===== config.mk =====
export PLATFORM = sky130hd
export DESIGN_NAME = spi_flash_host
export DESIGN_NICKNAME = d
export VERILOG_FILES = /design/src/rtl/spifh_pkg.sv /design/src/rtl/spifh_ring.sv /design/src/rtl/spifh_clkdiv.sv /design/src/rtl/spifh_engine.sv /design/src/rtl/spi_flash_host.sv
export SDC_FILE = /design/constraint.sdc
export NUM_CORES = 1
export LEC_CHECK = 0
export BUFFER_PORTS_ARGS = -buffer_cell sky130_fd_sc_hd__buf_4
export CAP_MARGIN = 20
export CORE_MARGIN = 4
export CORE_UTILIZATION = 37
export CTS_BUF_LIST = sky130_fd_sc_hd__clkbuf_16
export DETAILED_ROUTE_END_ITERATION = 8
export HOLD_SLACK_MARGIN = 0.1
export PLACE_DENSITY = 0.58
export REMOVE_ABC_BUFFERS = 1
export SYNTH_ARGS = -nofsm -noshare
export SYNTH_HDL_FRONTEND = slang
export SYNTH_HIERARCHICAL = 1
export SYNTH_SLANG_ARGS = --single-unit

===== constraint.sdc =====
create_clock -name clk -period 8.3 [get_ports clk]
set_clock_uncertainty 0.15 [all_clocks]
set_input_delay 1.245 -clock clk [delete_from_list [all_inputs] [get_ports clk]]
set_output_delay 1.245 -clock clk [all_outputs]
set_load 0.005 [all_outputs]

===== src/rtl/spifh_pkg.sv =====
package spifh_pkg;
  localparam int ADDR_W = 4;

  localparam logic [ADDR_W-1:0] A_OPC  = 4'h0;
  localparam logic [ADDR_W-1:0] A_CNT  = 4'h1;
  localparam logic [ADDR_W-1:0] A_CTL  = 4'h2;
  localparam logic [ADDR_W-1:0] A_DATA = 4'hC;
  localparam logic [ADDR_W-1:0] A_STAT = 4'hD;

  localparam int CTL_RUN_BIT = 0;
  localparam int CTL_CLR_BIT = 4;
  localparam int SPD_LSB     = 4;

  typedef enum logic [1:0] {
    ENG_IDLE = 2'd0,
    ENG_RUN  = 2'd1,
    ENG_HOLD = 2'd2
  } eng_st_e;
endpackage


===== src/rtl/spifh_ring.sv =====
module spifh_ring #(
  parameter int DEPTH = 8,
  parameter int DW    = 8,
  localparam int PTR_W = $clog2(DEPTH)
) (
  input  logic             clk,
  input  logic             rst_n,
  input  logic             clr,
  input  logic             adv,
  input  logic             wr_en,
  input  logic [DW-1:0]    wdata,
  output logic [PTR_W-1:0] ptr,
  output logic [DW-1:0]    cur_byte,
  output logic [DW-1:0]    nxt_byte
);
  localparam logic [PTR_W-1:0] LAST = PTR_W'(DEPTH - 1);

  logic [DW-1:0]    mem [DEPTH];
  logic [PTR_W-1:0] ptr_inc;

  assign ptr_inc  = (ptr == LAST) ? '0 : ptr + 1'b1;
  assign cur_byte = mem[ptr];
  assign nxt_byte = mem[ptr_inc];

  always_ff @(posedge clk) begin
    if (!rst_n) begin
      ptr <= '0;
    end else if (clr) begin
      ptr <= '0;
    end else if (adv) begin
      ptr <= ptr_inc;
    end
  end

  always_ff @(posedge clk) begin
    if (!rst_n) begin
      for (int i = 0; i < DEPTH; i++) mem[i] <= '0;
    end else if (wr_en) begin
      mem[ptr] <= wdata;
    end
  end
endmodule


===== src/rtl/spifh_clkdiv.sv =====
module spifh_clkdiv #(
  parameter int SEL_W = 2
) (
  input  logic             clk,
  input  logic             rst_n,
  input  logic             run,
  input  logic [SEL_W-1:0] sel,
  output logic             tick
);
  logic [SEL_W-1:0] cnt;

  assign tick = run && (cnt == sel);

  always_ff @(posedge clk) begin
    if (!rst_n || !run) begin
      cnt <= '0;
    end else if (cnt == sel) begin
      cnt <= '0;
    end else begin
      cnt <= cnt + 1'b1;
    end
  end

  // with a divide ratio above one, ticks never come back to back
  p_tick_gap_r7: assert property (@(posedge clk) disable iff (!rst_n)
    (tick && sel != '0 && $stable(sel)) |=> !tick);
endmodule


===== src/rtl/spifh_engine.sv =====
module spifh_engine
  import spifh_pkg::*;
#(
  parameter int DW     = 8,
  parameter int LEFT_W = 5,
  localparam int BIT_W = $clog2(DW)
) (
  input  logic              clk,
  input  logic              rst_n,
  input  logic              start,
  input  logic [DW-1:0]     opcode,
  input  logic [LEFT_W-1:0] nbytes,
  input  logic              tick,
  input  logic [DW-1:0]     cur_byte,
  input  logic [DW-1:0]     nxt_byte,
  input  logic              miso,
  output logic              busy,
  output logic              store,
  output logic [DW-1:0]     rx_byte,
  output logic              sck,
  output logic              cs_n,
  output logic              mosi
);
  eng_st_e           st;
  logic [DW-1:0]     sh_tx;
  logic [DW-1:0]     sh_rx;
  logic [BIT_W-1:0]  bitcnt;
  logic [LEFT_W-1:0] left;
  logic              is_opc;
  logic              byte_end;

  assign busy     = (st != ENG_IDLE);
  assign mosi     = sh_tx[DW-1];
  assign rx_byte  = sh_rx;
  assign byte_end = (st == ENG_RUN) && tick && sck && (bitcnt == '0);
  assign store    = byte_end && !is_opc;

  always_ff @(posedge clk) begin
    if (!rst_n) begin
      st     <= ENG_IDLE;
      sck    <= 1'b0;
      cs_n   <= 1'b1;
      sh_tx  <= '0;
      sh_rx  <= '0;
      bitcnt <= '0;
      left   <= '0;
      is_opc <= 1'b0;
    end else begin
      unique case (st)
        ENG_IDLE: begin
          if (start) begin
            st     <= ENG_RUN;
            cs_n   <= 1'b0;
            sck    <= 1'b0;
            sh_tx  <= opcode;
            bitcnt <= BIT_W'(DW - 1);
            left   <= nbytes;
            is_opc <= 1'b1;
          end
        end
        ENG_RUN: begin
          if (tick) begin
            if (!sck) begin
              sck   <= 1'b1;
              sh_rx <= {sh_rx[DW-2:0], miso};
            end else begin
              sck <= 1'b0;
              if (bitcnt == '0) begin
                if (left == '0) begin
                  st <= ENG_HOLD;
                end else begin
                  sh_tx  <= is_opc ? cur_byte : nxt_byte;
                  left   <= left - 1'b1;
                  is_opc <= 1'b0;
                  bitcnt <= BIT_W'(DW - 1);
                end
              end else begin
                bitcnt <= bitcnt - 1'b1;
                sh_tx  <= {sh_tx[DW-2:0], 1'b0};
              end
            end
          end
        end
        ENG_HOLD: begin
          if (tick) begin
            cs_n <= 1'b1;
            st   <= ENG_IDLE;
          end
        end
        default: st <= ENG_IDLE;
      endcase
    end
  end

  // the busy indication and the chip select always agree
  p_cs_busy_r4: assert property (@(posedge clk) disable iff (!rst_n)
    busy == !cs_n);
  // SCK rests low whenever the flash is deselected
  p_sck_idle_r5: assert property (@(posedge clk) disable iff (!rst_n)
    cs_n |-> !sck);
  // MOSI is settled at every rising SCK edge
  p_mosi_stable_r5: assert property (@(posedge clk) disable iff (!rst_n)
    $rose(sck) |-> $stable(mosi));
endmodule


===== src/rtl/spi_flash_host.sv =====
module spi_flash_host
  import spifh_pkg::*;
#(
  parameter int DEPTH = 8,
  parameter int CNT_W = 4,
  parameter int DW    = 8,
  parameter int SEL_W = 2,
  localparam int PTR_W  = $clog2(DEPTH),
  localparam int LEFT_W = CNT_W + 1
) (
  input  logic              clk,
  input  logic              rst_n,
  input  logic [ADDR_W-1:0] bus_addr,
  input  logic              bus_wr,
  input  logic              bus_rd,
  input  logic [DW-1:0]     bus_wdata,
  output logic [DW-1:0]     bus_rdata,
  output logic              spi_sck,
  output logic              spi_cs_n,
  output logic              spi_mosi,
  input  logic              spi_miso
);
  localparam logic [PTR_W-1:0] LAST = PTR_W'(DEPTH - 1);

  logic [DW-1:0]      opc_q;
  logic [2*CNT_W-1:0] cnt_q;
  logic [SEL_W-1:0]   spd_q;

  logic              busy, tick, eng_store;
  logic [DW-1:0]     rx_byte, cur_byte, nxt_byte;
  logic [PTR_W-1:0]  ptr;
  logic              idle_wr, ctl_wr, start, ptr_clr;
  logic              data_wr, data_acc;
  logic [LEFT_W-1:0] nbytes;

  assign idle_wr  = bus_wr && !busy;
  assign ctl_wr   = idle_wr && (bus_addr == A_CTL);
  assign start    = ctl_wr && bus_wdata[CTL_RUN_BIT];
  assign ptr_clr  = ctl_wr && bus_wdata[CTL_CLR_BIT];
  assign data_wr  = idle_wr && (bus_addr == A_DATA);
  assign data_acc = !busy && (bus_wr || bus_rd) && (bus_addr == A_DATA);
  assign nbytes   = LEFT_W'(cnt_q[CNT_W-1:0]) + LEFT_W'(cnt_q[2*CNT_W-1:CNT_W]);

  always_ff @(posedge clk) begin
    if (!rst_n) begin
      opc_q <= '0;
      cnt_q <= '0;
      spd_q <= '1;
    end else if (idle_wr) begin
      if (bus_addr == A_OPC)  opc_q <= bus_wdata;
      if (bus_addr == A_CNT)  cnt_q <= bus_wdata[2*CNT_W-1:0];
      if (bus_addr == A_STAT) spd_q <= bus_wdata[SPD_LSB +: SEL_W];
    end
  end

  always_comb begin
    bus_rdata = '0;
    unique case (bus_addr)
      A_OPC:  bus_rdata = opc_q;
      A_CNT:  bus_rdata = DW'(cnt_q);
      A_CTL:  bus_rdata[CTL_RUN_BIT] = busy;
      A_DATA: bus_rdata = cur_byte;
      A_STAT: begin
        bus_rdata[PTR_W-1:0]           = ptr;
        bus_rdata[SPD_LSB +: SEL_W]    = spd_q;
      end
      default: bus_rdata = '0;
    endcase
  end

  spifh_ring #(.DEPTH(DEPTH), .DW(DW)) u_ring (
    .clk      (clk),
    .rst_n    (rst_n),
    .clr      (ptr_clr),
    .adv      (data_acc || eng_store),
    .wr_en    (data_wr || eng_store),
    .wdata    (eng_store ? rx_byte : bus_wdata),
    .ptr      (ptr),
    .cur_byte (cur_byte),
    .nxt_byte (nxt_byte)
  );

  spifh_clkdiv #(.SEL_W(SEL_W)) u_div (
    .clk   (clk),
    .rst_n (rst_n),
    .run   (busy),
    .sel   (spd_q),
    .tick  (tick)
  );

  spifh_engine #(.DW(DW), .LEFT_W(LEFT_W)) u_eng (
    .clk      (clk),
    .rst_n    (rst_n),
    .start    (start),
    .opcode   (opc_q),
    .nbytes   (nbytes),
    .tick     (tick),
    .cur_byte (cur_byte),
    .nxt_byte (nxt_byte),
    .miso     (spi_miso),
    .busy     (busy),
    .store    (eng_store),
    .rx_byte  (rx_byte),
    .sck      (spi_sck),
    .cs_n     (spi_cs_n),
    .mosi     (spi_mosi)
  );

  // during a transfer only the engine moves the pointer
  p_ptr_frozen_r8: assert property (@(posedge clk) disable iff (!rst_n)
    (busy && !eng_store) |=> $stable(ptr));
  // each stored reply steps the pointer by exactly one slot
  p_ptr_step_r6: assert property (@(posedge clk) disable iff (!rst_n)
    eng_store |=> (ptr == (($past(ptr) == LAST) ? '0 : $past(ptr) + 1'b1)));
  // the count register cannot change while busy
  p_cnt_locked_r8: assert property (@(posedge clk) disable iff (!rst_n)
    (busy && $past(busy)) |-> $stable(cnt_q));
endmodule


==> metrics, run 1 <==
biggest area consumer among synthesized cells edfxtp_1; num ports 28; final setup TNS 0 ns; Multi-input gate area 3480 µm²; Antenna Nets Post-Route 0; Sw Pwr 328 µW; worst hold stages 2; sequential share of power 0.432; DR vias/cell 5.82; slowest CP cell dfxtp_1; diode count 0; vias in the first global route 5112; CTS Hold Buffers Added 0; Hold Fails Final Rpt 0; H-tree levels 4; Top FF cell, synth edfxtp_1; crit path cell chain mux4_1 > mux2_2 > a22oi_1 > o21ai_1 > buf_4; peak supply drop 0.105 mV; top cell type's share of synthesized area 0.283; min-delay worst type register to register; worst stage delay on the critical path 0.97 ns; DRC viols 0; Root Driver clkbuf_16; Seq cells post-synth 119; Final #Nets 681; first-pass GRT wire length 28700 µm; minimum clock period 4.36 ns; fillcell total 1700; switch share 0.220; Leak 2.75 nW; Num CTS Buffers 17; initial cell density of the core 0.377; internal power 1.16 mW; final setup fails 0; clk slew on worst S/H paths 0.05 ns; Synth cell types 69; Ys Warns 6; Final Instance Area 7730 µm²; WP data arrival 2.97 ns; layout cells sized above 1 0.156; max_slew headroom 0.335; Post-CTS Setup Repair Bufs 0; worst min-delay path endpoint u_eng/rx_byte[7]$_SDFFE_PN0P_; Mapped Area 6800 µm²; r2r startpoint u_eng/st[0]$_SDFFE_PN0P_; initial antenna violation count 0; Pins Over Slew Limit 0; Row Count 49; Tot Pwr 1.49 mW; die area 20600 µm²; worst reg2reg path endpoint u_eng/bitcnt[2]$_SDFFE_PN0P_; unrepaired setup endpoints after global routing false; Achievable Freq 229 MHz; CTS sink cnt 119; DP Wirelength 13300 µm; CP Class register to primary output; Seq/Total Area, Yosys 0.445; Crit. End Element primary output; status complete, no violations; gp weighted congestion 0.873; Core Area 18000 µm²; clock latency on the worst-skew pair 0.42 ns; CTS tree yes; syn_area_per_cell 10.6 µm²; most common cell after layout, fill and taps aside and2_1; clock power share 0.508; final hold slack 0.310 ns; fraction of the cycle the final worst path needs 0.526; clk buf depth 2; largest fanout on the critical path 16; Die Span X 144 µm; post-cts resize count 0; sequential cell area 3020 µm²; Die H 144 µm; PwrDens 193 nW/µm²; Max Cap Viol 0; critical path required time 6.90 ns; DP Area 7110 µm²; routed length per placed instance 20.7 µm; Total GRT Usage 0.184; Reg2Reg Setup Slack 4.52 ns; Synth-to-Final Area Change 13.7%; Post-Synthesis Cells 643; worst r2r path cells 7; Combinational Power Share 0.060; hold_sp u_eng/rx_byte[7]$_SDFFE_PN0P_; vias 5215; largest net degree at the start of global routing 45; number of enable flip-flop cells after synthesis 64; startpoint types register; First-pass DRT Iterations 6; most frequent cells in the layout and2_1, edfxtp_1, dfxtp_1; worst slew pin tran 0.996 ns; Async S/R FF share, synth 0; grt total ovfl 0; number of DRC markers in iteration 0 597; DRT Wirelength 18600 µm; number of port buffers 27; Synth area leaders edfxtp_1, dfxtp_1, mux4_1
[through the flow]
stage	std cells	utilization	setup WS [ns]
finish	896	0.429	3.94
global route	896	0.429	3.86
CTS	895	0.429	3.95
detailed placement	863	0.395	4.01
global placement	862	0.394	4.06
floorplan	598	-	4.56
[area by class of cell]
type                            instances  share of cell area
Sequential cell                       119               0.391
Inverter                               14             0.00680
Multi-Input combinational cell        465               0.450
Clock inverter                         15              0.0240
Timing Repair Buffer                   37              0.0356
Tap cell                              229              0.0371
Clock buffer                           17              0.0550
[cells in the mapped netlist, types with 3 or more instances]
cell type / instances
mux2_2: 17
nor2b_1: 4
edfxtp_1: 64
a21oi_1: 18
buf_1: 3
xnor2_1: 4
o21ai_0: 20
o21a_1: 33
clkbuf_1: 17
a21boi_1: 16
o211ai_1: 8
o21ai_1: 22
inv_1: 13
buf_6: 4
nand3_1: 21
a31oi_1: 8
a22oi_1: 12
mux2i_1: 11
or2_2: 3
dfxtp_1: 55
nor3b_1: 3
and2_1: 67
nor2_1: 24
nor4b_1: 3
nand2_1: 42
nor2_2: 3
ha_1: 9
nor4_1: 8
a211oi_1: 37
nand2b_1: 12
buf_2: 19
mux4_1: 16
and4b_1: 3
a21o_1: 3
[per-layer routing]
layer	vias up	share of wire	global-route usage
met5	-	0	0
met4	0	0.021	0.0610
met3	27	0.054	0.0459
met2	172	0.48	0.301
met1	2562	0.45	0.238
li1	2454	-	-
[worst max-delay path, delay by kind of cell (launching register included)]
kind / cells / cell delay [ns]
mux: 2 / 1.05
flops: 1 / 0.97
compound gates: 2 / 0.39
buf+inv: 1 / 0.15
[sequential cells by signal, indices dropped and copies added (netlist names), named ones only]
| register | count |
|---|---|
| opc_q | 8 |
| u_eng/rx_byte | 8 |
| u_div/cnt | 2 |
| spd_q | 2 |
| u_eng/sck | 1 |
| u_ring/mem | 64 |
| u_eng/bitcnt | 3 |
| u_eng/is_opc | 1 |
| u_ring/ptr | 3 |
| cnt_q | 8 |
| u_eng/cs_n | 1 |
| u_eng/sh_tx | 8 |
| u_eng/left | 5 |
| u_eng/st | 2 |
[how the worst max path moves through the flow]
stage	depth (start not counted)	endpoint	slack [ns]	from
after floorplan	3	bus_rdata[1]	4.56	bus_addr[3]
after global placement	7	u_eng/bitcnt[2]$_SDFFE_PN0P_	4.06	bus_addr[3]
after detailed placement	7	u_eng/bitcnt[2]$_SDFFE_PN0P_	4.01	bus_addr[3]
after CTS	6	bus_rdata[0]	3.95	register
after global routing	5	bus_rdata[2]	3.86	register
final	5	bus_rdata[1]	3.94	register
[logic make-up (layout without fill, tap and decap cells)]
family / after synthesis / count (layout) / share of synthesized area
buf+inv: 59 / 83 / 0.0434
flops: 119 / 119 / 0.445
xor+xnor: 4 / 4 / 0.00515
mux: 44 / 44 / 0.106
simple gates: 214 / 214 / 0.187
fa+ha+maj: 10 / 10 / 0.0195
compound gates: 193 / 193 / 0.194
[power groups by stage]
| stage | Clock (mW) | Combinational [mW] | Sequential [mW] |
|---|---|---|---|
| floorplan | 0 | 0.0472 | 0.652 |
| global placement | 0 | 0.0873 | 0.655 |
| detailed placement | 0 | 0.0887 | 0.656 |
| CTS | 0.770 | 0.0892 | 0.644 |
| global route | 0.798 | 0.0965 | 0.645 |
| finish | 0.758 | 0.0901 | 0.644 |
Power figures use the tool's default switching activity.
==> inputs of run 2 (changes only) <==
Settings changed: ABC_AREA from default to 1, PLACE_DENSITY 0.58 to 0.6.
Clock period 8.3 ns to 3.6 ns, I/O delays scaled along.
==> metrics, run 2 <==
minimum clock period 3.12 ns; PwrDens 536 nW/µm²; DRC viols 0; die area 21500 µm²; routed length per placed instance 15.3 µm; startpoint types register; min-delay worst type input pin to register; most common cell in the synthesized netlist nand2_1; layout cells sized above 1 0.106; largest fanout on the critical path 9; number of DRC markers in iteration 0 637; Synth-to-Final Area Change 13.8%; Synth Area in Adders 0.0186; status complete, no violations; Tot Pwr 4.35 mW; fillcell total 1947; Largest register FFs 64; setup ws final 0.475 ns; vias in the first global route 5899; Root Driver clkbuf_16; most common cell after layout, fill and taps aside nand2_1; Reg2Reg Setup Slack 0.48 ns; Multi-input gate area 3310 µm²; diode count 0; clk buf depth 2; clock latency on the worst-skew pair 0.42 ns; clk slew on worst S/H paths 0.06 ns; post-synthesis mux area share 0; Post-CTS Setup Repair Bufs 0; Num CTS Buffers 17; busiest grt layer met2; Leak 3.80 nW; CTS tree yes; WP data arrival 3.05 ns; Die H 147 µm; initial antenna violation count 0; Mapped Area 7120 µm²; initial cell density of the core 0.378; CTS sink cnt 119; largest family of logic cells by synthesized area simple AND/OR/NAND/NOR gates; Antenna Nets Post-Route 0; Core Area 18800 µm²; Achievable Freq 320 MHz; grt total ovfl 0; num ports 28; CP Class register to register; max_slew headroom 0.467; post-cts resize count 0; critical path required time 3.53 ns; number of port buffers 27; Total GRT Usage 0.188; Pins Over Slew Limit 0; Ys Warns 6; M1 GR Usage 0.262; worst slew pin tran 0.796 ns; Synth Area in Simple Gates 0.366; Post-Synthesis Cells 1024; CTS Hold Buffers Added 0; final setup TNS 0 ns; First-pass DRT Iterations 5; Seq cells post-synth 119; DRT Wirelength 20100 µm; sequential cell area 3020 µm²; Post-synth top cells nand2_1, nor2_1, inv_1, nand3_1, edfxtp_1; Top FF cell, synth edfxtp_1; Setup WS pre-CTS 0.509 ns; first-pass GRT wire length 31600 µm; Row Count 50; final setup fails 0; gp weighted congestion 0.891; Core Util, Final 0.431; largest net degree at the start of global routing 58; Synth area leaders edfxtp_1, nand2_1, dfxtp_1; top cell type's share of synthesized area 0.270; Async S/R FF share, synth 0; biggest area consumer among synthesized cells edfxtp_1; Hold Fails Final Rpt 0; peak supply drop 0.336 mV; DR vias/cell 4.78; H-tree levels 4; syn_area_per_cell 6.96 µm²; Crit. End Element register; vias 6279; fraction of the cycle the final worst path needs 0.868; met3 Track Usage GR 0.0386; DP Wirelength 14500 µm; compound-cell area share of the yosys netlist 0.0750; GRT met2 Usage 0.287; Final #Nets 1069; Die Span X 147 µm; Biggest register u_ring/mem; most frequent cells in the layout nand2_1, nor2_1, inv_1; Synth cell types 35; unrepaired setup endpoints after global routing false; fraction of synthesized cell area in xor and xnor cells 0.00492; Max Cap Viol 0; number of enable flip-flop cells after synthesis 64; Seq/Total Area, Yosys 0.424
## run 2: path summary, 6_finish.rpt
| check | from | depth (start not counted) | endpoint |
|---|---|---|---|
| hold reg to reg | u_div/cnt[0]$_SDFF_PP0_ | 1 | u_div/cnt[0]$_SDFF_PP0_ |
| hold / removal | spi_miso | 3 | u_eng/rx_byte[0]$_SDFFE_PN0P_ |
| setup reg to reg | u_eng/st[1]$_SDFFE_PN0P_ | 12 | u_ring/mem[3][6]$_SDFFCE_PN0P_ |
| setup / recovery | u_eng/st[1]$_SDFFE_PN0P_ | 12 | u_ring/mem[3][6]$_SDFFCE_PN0P_ |
## run 2: through the flow
stage	hold WS [ns]	area (µm²)	std cells
2_1_floorplan	0.287	6910	987
3_3_place_gp	0.308	7520	1283
3_5_place_dp	0.316	7520	1283
4_1_cts	0.191	8110	1314
5_1_grt	0.210	8110	1314
6_report	0.200	8110	1314
## run 2: metal layers
layer	wire, µm	up-vias
li1	-	3233
met1	9540	2830
met2	8900	171
met3	1060	45
met4	554	0
met5	0	-
## run 2: final cells by class
type | count | share of cell area
clock buffer | 17 | 0.0525
tap | 260 | 0.0401
sequential | 119 | 0.373
inverter | 156 | 0.0722
clock inverter | 14 | 0.0205
multi-input combinational | 712 | 0.408
timing repair buffer | 36 | 0.0333
## run 2: report_power, final
group	total [mW]	leakage, nW	internal [mW]	switching, mW
clock network	1.73	0.297	1.13	0.595
registers	1.61	1.11	1.54	0.0794
logic	1.00	2.40	0.314	0.691
total	4.35	3.80	2.98	1.36
## run 2: cell families (layout without fill, tap and decap cells)
group,Yosys count,in the layout
fa+ha+maj,10,10
buf+inv,193,223
simple gates,614,614
xor+xnor,4,4
flops,119,119
compound gates,84,84
## run 2: worst max-delay path, cell delays in order (launching register included)
cell and delay (ns):
dfxtp_1 0.45, nor2_1 0.11, inv_1 0.24, inv_1 0.07, nor2_1 0.11, inv_1 0.13, nor4_2 0.34, inv_1 0.10
nand2_1 0.07, nand2_1 0.10, nor2_2 0.40, nand2_2 0.22, nand2_1 0.31
==> inputs of run 3 (changes only) <==
Settings changed: ABC_AREA 1 to 0.
==> metrics, run 3 (synthesized netlist as in run 1, its figures left out) <==
status complete, no violations; layout cells sized above 1 0.167; initial antenna violation count 0; most common cell after layout, fill and taps aside and2_1; Leak 2.80 nW; clk slew on worst S/H paths 0.05 ns; Achievable Freq 297 MHz; largest net degree at the start of global routing 41; CTS tree yes; Die H 144 µm; Largest register FFs 64; number of port buffers 27; DRC viols 0; Antenna Nets Post-Route 0; Row Count 49; Biggest register u_ring/mem; First-pass DRT Iterations 5; diode count 0; met1 wire length 8330 µm; CP Class register to primary output; num ports 28; Core Area 18000 µm²; Max Cap Viol 0; hold_sp spi_miso; gp weighted congestion 0.880; peak supply drop 0.269 mV; Reg2Reg Setup Slack 0.45 ns; die area 20600 µm²; DR WL met3 1200 µm; post-cts resize count 0; largest fanout on the critical path 12; vias 5354; most frequent cells in the layout and2_1, edfxtp_1, dfxtp_1; Pins Over Slew Limit 0; Root Driver clkbuf_16; Num CTS Buffers 17; Post-CTS Setup Repair Bufs 0; worst reg2reg path endpoint u_ring/mem[2][6]$_SDFFCE_PN0P_; first-pass GRT wire length 29400 µm; critical path required time 2.91 ns; Crit. End Element primary output; highest routed layer met4; grt total ovfl 0; CTS Hold Buffers Added 0; Hold Fails Final Rpt 0; r2r startpoint u_eng/st[0]$_SDFFE_PN0P_; unrepaired setup endpoints after global routing false; DP Wirelength 13800 µm; initial cell density of the core 0.377; final setup TNS 0 ns; final setup fails 0; clock latency on the worst-skew pair 0.42 ns; met2 wire length 8980 µm; worst r2r path cells 7; number of DRC markers in iteration 0 594; max_slew headroom 0.364; minimum clock period 3.37 ns; final hold slack 0.225 ns; Final #Nets 690; critical path capture point bus_rdata[2]; Total GRT Usage 0.189; clk buf depth 2; Die Span X 144 µm; worst hold stages 3; min-delay worst type input pin to register; worst slew pin tran 0.953 ns; startpoint types register; vias in the first global route 5318; CTS sink cnt 119; H-tree levels 4; Synth-to-Final Area Change 14.4%; DRT Wirelength 19000 µm; fraction of the cycle the final worst path needs 0.937; DR vias/cell 5.92; WP data arrival 2.68 ns; routed length per placed instance 21.0 µm; PwrDens 436 nW/µm²
==> run 3: metrics by stage <==
stage	worst slack [ns]	power, mW	util	instances	cell area (µm²)
6_report	0.227	3.39	0.431	905	7780
5_1_grt	0.153	3.50	0.431	905	7780
4_1_cts	0.243	3.41	0.431	905	7780
3_5_place_dp	0.475	1.72	0.399	873	7190
3_3_place_gp	0.655	1.72	0.399	873	7190
2_1_floorplan	0.155	1.61	-	598	6560
==> run 3: where the power goes <==
part           total [mW]  switching (mW)  internal, mW
combinational       0.210           0.129        0.0802
sequential           1.49          0.0262          1.46
clock                1.70           0.621          1.08
==> run 3: critical path: stages (launching register included) <==
cell and delay, ns:
dfxtp_1 0.77, mux4_1 0.64, mux2_2 0.32, a22oi_1 0.26, o21ai_1 0.12, buf_4 0.15
==> run 3: area by class of cell <==
class	count	area (µm²)
Timing Repair Buffer	46	345
Sequential cell	119	3020
Multi-Input combinational cell	465	3480
Clock inverter	15	163
Tap cell	229	287
Inverter	14	52.6
Fill cell	1726	10200
Clock buffer	17	425
==> run 3: how the worst min path moves through the flow <==
stage | to | slack [ns]
after floorplan | u_eng/rx_byte[7]$_SDFFE_PN0P_ | 0.28
after global placement | u_eng/bitcnt[0]$_SDFFE_PN0P_ | 0.30
after detailed placement | u_eng/bitcnt[0]$_SDFFE_PN0P_ | 0.32
after CTS | u_eng/rx_byte[0]$_SDFFE_PN0P_ | 0.21
after global routing | u_eng/rx_byte[0]$_SDFFE_PN0P_ | 0.22
final | u_eng/rx_byte[0]$_SDFFE_PN0P_ | 0.22
==> run 3: routing by layer <==
layer,vias to the layer above,global-route usage
li1,2474,-
met1,2619,0.245
met2,216,0.308
met3,45,0.0409
met4,0,0.0733
met5,-,0
